### src/rtl/mbox_pkg.sv
package mbox_pkg;
    // Ownership tracker state: owner flag plus registered handoff pulse
    typedef struct packed {
        logic owned;
        logic notify;
    } own_state_t;
endpackage

### src/rtl/mbox_store.sv
module mbox_store #(
    parameter int WORDS  = 8,
    parameter int WORD_W = 32,
    localparam int AW    = $clog2(WORDS)
) (
    input  logic                    clk,
    input  logic                    rst,
    input  logic                    wr_en,
    input  logic [AW-1:0]           wr_addr,
    input  logic [WORD_W-1:0]       wr_data,
    output logic [WORDS*WORD_W-1:0] words_flat
);
    logic [WORD_W-1:0] mem_d [WORDS];
    logic [WORD_W-1:0] mem_q [WORDS];

    always_comb begin
        mem_d = mem_q;
        if (wr_en) begin
            mem_d[wr_addr] = wr_data;
        end
    end

    always_ff @(posedge clk) begin
        if (rst) begin
            for (int i = 0; i < WORDS; i++) begin
                mem_q[i] <= '0;
            end
        end else begin
            mem_q <= mem_d;
        end
    end

    for (genvar g = 0; g < WORDS; g++) begin : g_flat
        assign words_flat[g*WORD_W +: WORD_W] = mem_q[g];
    end
endmodule

### src/rtl/mbox_owner.sv
module mbox_owner (
    input  logic clk,
    input  logic rst,
    input  logic take,
    input  logic give,
    output logic owned,
    output logic notify
);
    import mbox_pkg::*;

    own_state_t st_d, st_q;

    always_comb begin
        st_d        = st_q;
        st_d.notify = 1'b0;
        if (take && !st_q.owned) begin
            st_d.owned  = 1'b1;
            st_d.notify = 1'b1;
        end else if (give && st_q.owned) begin
            st_d.owned  = 1'b0;
        end
    end

    always_ff @(posedge clk) begin
        if (rst) begin
            st_q <= '0;
        end else begin
            st_q <= st_d;
        end
    end

    assign owned  = st_q.owned;
    assign notify = st_q.notify;
endmodule

### src/rtl/mbox_readmux.sv
module mbox_readmux #(
    parameter int WORDS  = 8,
    parameter int WORD_W = 32,
    localparam int AW    = $clog2(WORDS),
    localparam logic [AW-1:0] LAST_A = AW'(WORDS - 1)
) (
    input  logic [WORDS*WORD_W-1:0] words_flat,
    input  logic [AW-1:0]           addr,
    input  logic                    owned,
    input  logic                    force_ones,
    output logic [WORD_W-1:0]       rdata
);
    always_comb begin
        rdata = words_flat[int'(addr)*WORD_W +: WORD_W];
        if (addr == LAST_A) begin
            rdata[WORD_W-1] = owned;
            if (force_ones) begin
                rdata = '1;
            end
        end
    end
endmodule

### src/rtl/mbox_window.sv
module mbox_window #(
    parameter int WORDS  = 8,
    parameter int WORD_W = 32,
    localparam int AW    = $clog2(WORDS),
    localparam logic [AW-1:0] LAST_A = AW'(WORDS - 1)
) (
    input  logic              clk,
    input  logic              rst,
    input  logic              req_hold,
    input  logic              req_wr_en,
    input  logic [AW-1:0]     req_addr,
    input  logic [WORD_W-1:0] req_wdata,
    output logic [WORD_W-1:0] req_rdata,
    input  logic              rsp_wr_en,
    input  logic [AW-1:0]     rsp_addr,
    input  logic [WORD_W-1:0] rsp_wdata,
    output logic [WORD_W-1:0] rsp_rdata,
    output logic              rsp_owns,
    output logic              rsp_notify
);
    logic                    req_acc, rsp_acc;
    logic                    st_wr_en;
    logic [AW-1:0]           st_addr;
    logic [WORD_W-1:0]       st_data;
    logic [WORDS*WORD_W-1:0] words_flat;

    // Only the current owner may write; the two sides never collide.
    always_comb begin
        req_acc  = req_wr_en && !rsp_owns;
        rsp_acc  = rsp_wr_en &&  rsp_owns;
        st_wr_en = req_acc || rsp_acc;
        st_addr  = rsp_acc ? rsp_addr  : req_addr;
        st_data  = rsp_acc ? rsp_wdata : req_wdata;
    end

    mbox_store #(.WORDS(WORDS), .WORD_W(WORD_W)) u_store (
        .clk        (clk),
        .rst        (rst),
        .wr_en      (st_wr_en),
        .wr_addr    (st_addr),
        .wr_data    (st_data),
        .words_flat (words_flat)
    );

    mbox_owner u_owner (
        .clk    (clk),
        .rst    (rst),
        .take   (req_acc && (req_addr == LAST_A)),
        .give   (rsp_acc && (rsp_addr == LAST_A)),
        .owned  (rsp_owns),
        .notify (rsp_notify)
    );

    mbox_readmux #(.WORDS(WORDS), .WORD_W(WORD_W)) u_req_rd (
        .words_flat (words_flat),
        .addr       (req_addr),
        .owned      (rsp_owns),
        .force_ones (req_hold),
        .rdata      (req_rdata)
    );

    mbox_readmux #(.WORDS(WORDS), .WORD_W(WORD_W)) u_rsp_rd (
        .words_flat (words_flat),
        .addr       (rsp_addr),
        .owned      (rsp_owns),
        .force_ones (1'b0),
        .rdata      (rsp_rdata)
    );
endmodule

### config.mk
export PLATFORM = sky130hd
export DESIGN_NAME = mbox_window
export DESIGN_NICKNAME = d
export VERILOG_FILES = /design/src/rtl/mbox_pkg.sv /design/src/rtl/mbox_store.sv /design/src/rtl/mbox_owner.sv /design/src/rtl/mbox_readmux.sv /design/src/rtl/mbox_window.sv
export SDC_FILE = /design/constraint.sdc
export NUM_CORES = 1
export LEC_CHECK = 0
export BUFFER_PORTS_ARGS = -buffer_cell sky130_fd_sc_hd__buf_2
export CAP_MARGIN = 0
export CORE_UTILIZATION = 50
export DETAILED_ROUTE_END_ITERATION = 10
export HOLD_SLACK_MARGIN = 0.15
export PLACE_DENSITY = 0.75
export SYNTH_ARGS = -nofsm -noshare
export SYNTH_HDL_FRONTEND = slang
export SYNTH_SLANG_ARGS = --single-unit
export TNS_END_PERCENT = 10
### constraint.sdc
create_clock -name clk -period 2 [get_ports clk]
set_input_delay 0 -clock clk [delete_from_list [all_inputs] [get_ports clk]]
set_output_delay 0 -clock clk [all_outputs]
set_load 0.005 [all_outputs]
# ---- Word level (Yosys, flattened, before mapping)
# Cells that the tools add are included.
dict set report totals {
  input_bits 75
  reg_bits 258
  output_inout_bits 66
  wordCells 38
}
dict set report op_classes {
  reduce_logical 10
  magnitude_cmp 2
  bitwise 1
  n_shift 2
  eq_ne 2
  muxes 11
}
# operator n
set op_table {}
lappend op_table {{256-bit by 9-bit variable part select with 32-bit output} 2}
lappend op_table {{256-bit bitwise mux} 1}
lappend op_table {{32-bit two-way mux} 5}
lappend op_table {{32-bit demux with 3-bit select} 1}
lappend op_table {{1-bit logical AND} 7}
lappend op_table {{3-bit == test, second input constant} 2}
lappend op_table {{4-bit greater-or-equal comparator, second input constant} 1}
lappend op_table {{4-bit by 1-bit less-than comparator with 1-bit output, second input constant} 1}
lappend op_table {{3-bit inverter with 4-bit output} 1}
lappend op_table {{1-bit two-way mux} 3}
lappend op_table {{3-bit two-way mux} 1}
lappend op_table {{2-bit nonzero test} 1}
lappend op_table {{1-bit logical NOT} 1}
lappend op_table {{1-bit logical OR} 1}

# ---- Longest topological paths before layout
dict set report depth {
  depth_word 8
  depth_mapped 7
  depth_no_buf 4
}

# ---- Hierarchy
# Synthesis repeated with hierarchy kept, for this count alone.
dict set report hier_totals {
  cells_unflattened 1539
  hier_area_um2 15285.9
}
# module seq_area_each_um2 n_inst area_each_um2 cells_per_inst
set by_module_without_submodules {}
lappend by_module_without_submodules {mbox_store 5124.9 1 10032.1 906}
lappend by_module_without_submodules {mbox_readmux 0.0 2 2309.7 291}
lappend by_module_without_submodules {mbox_window 0.0 1 575.6 46}
lappend by_module_without_submodules {mbox_owner 40.0 1 58.8 5}

# ---- Worst setup path after synthesis
# Ideal clock, no wire load.
dict set report synth_path {
  path_type {flip-flop to flip-flop}
  from {reg u_owner.st_q (netlist bit u_owner.owned)}
  to {reg u_store.mem_q (netlist bit u_store.words_flat[177])}
  setup_time_ns 0.072
  stages_incl_launch_ff 7
  path_slack_ns 0.542
  path_buffers 2
  arrival_ns 1.385
  synth_period_minus_slack_ns 1.458
  required_time_ns 1.928
  path_cell_list {dfxtp_1 -> buf_6 -> nand3b_1 -> nand2_1 -> nand2_2 -> buf_2 -> mux2i_1}
}
dict set report synth_via {
  elab_chain_len 8
  elab_cells_between_ends 13
  classes_between {order compare (2); mux (5); bitwise (1); reduce/logical (5)}
}
# item line
set synth_lines {}
lappend synth_lines {{start, declared} mbox_owner.sv:11} ;# own_state_t st_d, st_q;
lappend synth_lines {{start signal, assigned} mbox_owner.sv:28} ;# st_q <= st_d;
lappend synth_lines {{1-bit logical AND} mbox_window.sv:30} ;# rsp_acc = rsp_wr_en && rsp_owns;
lappend synth_lines {{3-bit two-way mux} mbox_window.sv:32} ;# st_addr = rsp_acc ? rsp_addr : req_addr;
lappend synth_lines {{3-bit inverter with 4-bit output (implied by the code)} mbox_store.sv:19} ;# mem_d[wr_addr] = wr_data;
lappend synth_lines {{4-bit greater-or-equal comparator (implied by the code) / 4-bit by 1-bit less-than comparator with 1-bit output (equally long branches)} mbox_store.sv:19}
lappend synth_lines {{1-bit logical AND (implied by the code)} mbox_store.sv:19}
lappend synth_lines {{32-bit two-way mux (implied by the code)} mbox_store.sv:19}
lappend synth_lines {{32-bit demux with 3-bit select} mbox_store.sv:19}
lappend synth_lines {{256-bit bitwise mux} mbox_store.sv:19}
lappend synth_lines {{end signal, assigned} mbox_store.sv:29} ;# mem_q <= mem_d;
lappend synth_lines {{end, declared} mbox_store.sv:14} ;# logic [WORD_W-1:0] mem_q [WORDS];
# Several ways; a longest one is shown, not always the timed one.
# A chain may end at the register's enable or synchronous reset.

# ---- Worst setup path in the final report
dict set report layout_path {
  from {reg u_owner.st_q (netlist bit u_owner.owned)}
  to {out req_rdata[31]}
}
dict set report layout_via {
  elab_chain_len 2
}
# item line
set layout_lines {}
lappend layout_lines {{32-bit two-way mux} mbox_readmux.sv:17} ;# if (force_ones) begin
lappend layout_lines {{32-bit two-way mux} mbox_readmux.sv:15} ;# if (addr == LAST_A) begin
lappend layout_lines {{end, declared} mbox_window.sv:13} ;# output logic [WORD_W-1:0] req_rdata,
# No other way between the ends.

==> impl_metrics.csv <==
group,metric,value,unit
setup_path,worst-endpoint-arrival,1.97,ns
finish,finish.net_count,1456,
global_routing,grt_overflow,0,
run,maxCapViolations,0,
setup_path,rrSetupSlack,0.10,ns
worst_hold_path,whs_path_depth,5,
placed_design,place_congestion,0.7923,
pwr,power_per_cell_area,725.8,mW/mm^2
timing,fmax,507.4,MHz
drt,ant_nets,0,
yosys,synthTopCellsByArea,"dfxtp_1 38%, mux4_2 21%, mux2i_1 17%",
setup_path,cp_slowest_cell,"mux4_2",
worst_hold_path,hold_end,"u_store.words_flat[73]$_SDFFE_PP0P_",
drt,wirelength,36670,um
floorplanning,floorplan.initialDensity,51.32,%
setup_path,reg2regPathDepth,7,
finish,syn_to_final_growth,20.96,%
status,violations,"DRC",
drt,vias,10426,
global_routing,grt_max_degree,69,
yosys,ys_warn_count,0,
finish,fillCellCount,2001,
setup_path,rr_startpoint,"u_owner.owned$_SDFFE_PP0P_",
timing,finalClockSkew,0.01467,ns
timing,slew_viol_final,0,
pwr,leakage,7.622,nW
pwr,pwr-share-comb,11.8,%
floorplanning,coreArea,0.02621,sq mm
yosys,avgSynthCellArea,11.25,sq um
status,status,"complete, but fails checks",
yosys,synthCells,1195,
yosys,syn-cell-area,0.01345,sq mm
drt,dr.first_iter.drc_count,990,
setup_path,crit_chain,"or2_0 > mux4_2 > mux2_4 > buf_6",
timing,rsz0062_at_grt,"true",
pwr,power.switching,0.002911,W
yosys,synth.distinct_cells,32,
yosys,synth_fp_nets,1270,
global_routing,antenna_found_initial,0,
setup_path,crit_fanout,5,
pwr,design_power_total,0.01181,W
clock_tree,cts-root-buf,"clkbuf_16",
clock_tree,cts_sinks,257,
global_routing,grtUsageMet2,47.07,%
setup_path,start_kind,"flip-flop",
global_routing,grt_pass1_vias,10903,
setup_path,worst_path_largest_cell_delay,0.47,ns
drt,via_per_inst,6.006,
floorplanning,die_height,166,um
finish,post-route-util,62.07,%
drt,drt_first_pass_iters,8,
global_routing,grt_util_all_layers,26.64,%
timing,finalCritPeriodShare,98.53,%
yosys,yosysSeqAreaShare,38.26,%
placed_design,portBuffers,140,
yosys,synth_seq_cells,257,
timing,whs,0.2189,ns
worst_hold_path,min_from,"req_addr[1]",
floorplanning,rows,59,
drt,wl_per_cell,21.12,um
drt,drc,5,
timing,hold_viol_final,0,
yosys,synth.top_cell.area_share,38.26,%
timing,period_needed,1.971,ns
global_routing,groute.layer.met3.usage,3.194,%
floorplanning,io_pins,141,
global_routing,busiest_layer,"met2",
timing,slew_headroom,58.78,%
finish,multiInputGateArea,0.007720,sq mm
pwr,seqPwrFrac,45.2,%
yosys,yosys.area.top_type,"dfxtp_1",
timing,setup_viol,0,
floorplanning,die_x,166,um
clock_tree,clk_pin_slew_worst_paths,0.06,ns
clock_tree,cts_max_level,1,
finish,diodes,0,
setup_path,required,2.00,ns
floorplanning,die_area,0.02756,sq mm
worst_hold_path,min_path_type,"input port to flip-flop",
timing,totalNegativeSetupSlack,0,ns
finish,ff_latch_area,0.005149,sq mm
setup_path,crit_type,"flip-flop to output port",
pwr,power_frac_clock,43.0,%
timing,worstMarginPinSlew,0.6183,ns
clock_tree,clk_latency,0.54,ns
global_routing,use_met1,33.11,%
clock_tree,cts_tree,"yes",
pwr,vdd_drop_max,537.6,uV
setup_path,endpoint_kind,"output port",
setup_path,worstReg2RegEnd,"u_store.words_flat[17]$_SDFFE_PP0P_",
clock_tree,cts_max_path_buffers,3,
placed_design,place_hpwl,22780,um
pwr,internal_power,0.008896,W
clock_tree,cts_made_buffers,27,
global_routing,grt_first_pass_wirelength,58280,um
pwr,swShare,24.65,%
finish,layout-drive-gt1-share,32.12,%
==> stage by stage <==
step | cells | worst slack [ns] | area [sq um]
5_1_grt | 1736 | -0.02103 | 16270
2_1_floorplan | 1195 | 0.5424 | 13450
3_5_place_dp | 1618 | 0.1766 | 14670
4_1_cts | 1736 | 0.01914 | 16270
3_3_place_gp | 1618 | 0.2788 | 14670
6_report | 1736 | 0.02931 | 16270
==> area by class of cell <==
| cell class | instances | share of cell area, % |
|---|---|---|
| clock buffers | 35 | 4.523 |
| clock inverters | 14 | 0.9461 |
| inverters | 1 | 0.06923 |
| multi-input cells | 830 | 47.46 |
| flip-flops and latches | 257 | 31.65 |
| well taps | 335 | 2.577 |
| repair buffers | 264 | 12.78 |
==> power by group through the flow <==
stage | combinational (W) | clock (W) | sequential, W
floorplan | 0.000858 | 0 | 0.00542
detailed placement | 0.00128 | 0 | 0.00545
finish | 0.00139 | 0.00508 | 0.00534
CTS | 0.00139 | 0.00515 | 0.00533
global route | 0.00148 | 0.00537 | 0.00535
global placement | 0.00126 | 0 | 0.00544
==> critical path, delay by kind of cell (launching register included) <==
kind	cells	cell delay (ns)
flops	1	0.35
simple gates	1	0.20
mux	2	0.76
buf+inv	1	0.12
==> layout by cell type (no fill, tap or decap), types with 4 or more instances in the layout <==
master,instances
dlygate4sd3_1,69
mux4_2,128
dfxtp_1,256
buf_4,36
nand2_1,257
clkinv_2,8
nand2_2,4
o21ai_0,62
buf_12,21
nand3_1,65
clkbuf_1,5
clkbuf_16,27
mux2i_1,222
buf_2,137
mux2_2,64
==> sequential cells by signal, summed over array words and instances (netlist names) <==
register / cells
u_owner.notify: 1
u_owner.owned: 1
u_store.words_flat: 255
==> cells by family after synthesis <==
kind of cell           after synthesis  synth area share (%)
flip-flops                         257                 38.26
multiplexers                       415                 43.40
buffers and inverters              108                 4.531
AND/OR/NAND/NOR                    344                 10.87
AO/OA/AOI/OAI                       71                 2.940
==> layer usage <==
metal / wire, um / vias to the layer above / share of wire (%)
li1: - / 4740 / -
met1: 14950 / 5264 / 41
met2: 18610 / 349 / 51
met5: 0 / - / 0
met4: 1066 / 0 / 2.9
met3: 2037 / 73 / 5.6
==> cell usage after synthesis <==
master,count
buf_1,3
mux2_2,65
nand4_1,3
and2_1,1
o22ai_2,1
buf_6,18
mux2i_1,222
clkbuf_1,45
nand2_4,3
o21ai_1,2
o2bb2ai_2,1
or2_1,1
nor3b_2,1
buf_4,7
nand2_1,258
inv_2,1
nand3_1,65
a31o_2,1
nand3b_1,1
mux4_2,128
nand2_2,3
buf_2,34
dfxtp_1,257
o21ai_2,3
o21ai_0,62
nor4_1,1
nand2b_1,2
or2_0,1
and3b_1,1
nand4b_1,2
a211oi_2,1
and4bb_2,1
==> worst max-delay path by stage <==
stage                               startpoint                                   end  slack, ns  depth (start not counted)
finish              u_owner.owned$_SDFFE_PP0P_                         req_rdata[31]       0.03                          4
floorplan           u_owner.owned$_SDFFE_PP0P_  u_store.words_flat[177]$_SDFFE_PP0P_       0.54                          6
CTS                 u_owner.owned$_SDFFE_PP0P_                         req_rdata[31]       0.02                          4
global placement    u_owner.owned$_SDFFE_PP0P_   u_store.words_flat[88]$_SDFFE_PP0P_       0.28                          5
global route        u_owner.owned$_SDFFE_PP0P_                         req_rdata[31]      -0.02                          4
detailed placement  u_owner.owned$_SDFFE_PP0P_   u_store.words_flat[17]$_SDFFE_PP0P_       0.18                          6
==> timing repair <==
item                                   CTS  global route
gates resized for setup                  4             0
setup endpoints to repair                2             1
setup buffers                            1             0
pin swaps                                1             0
endpoints found under the hold margin  255             0
hold buffers                            69             0
Power figures use the tool's default switching activity.
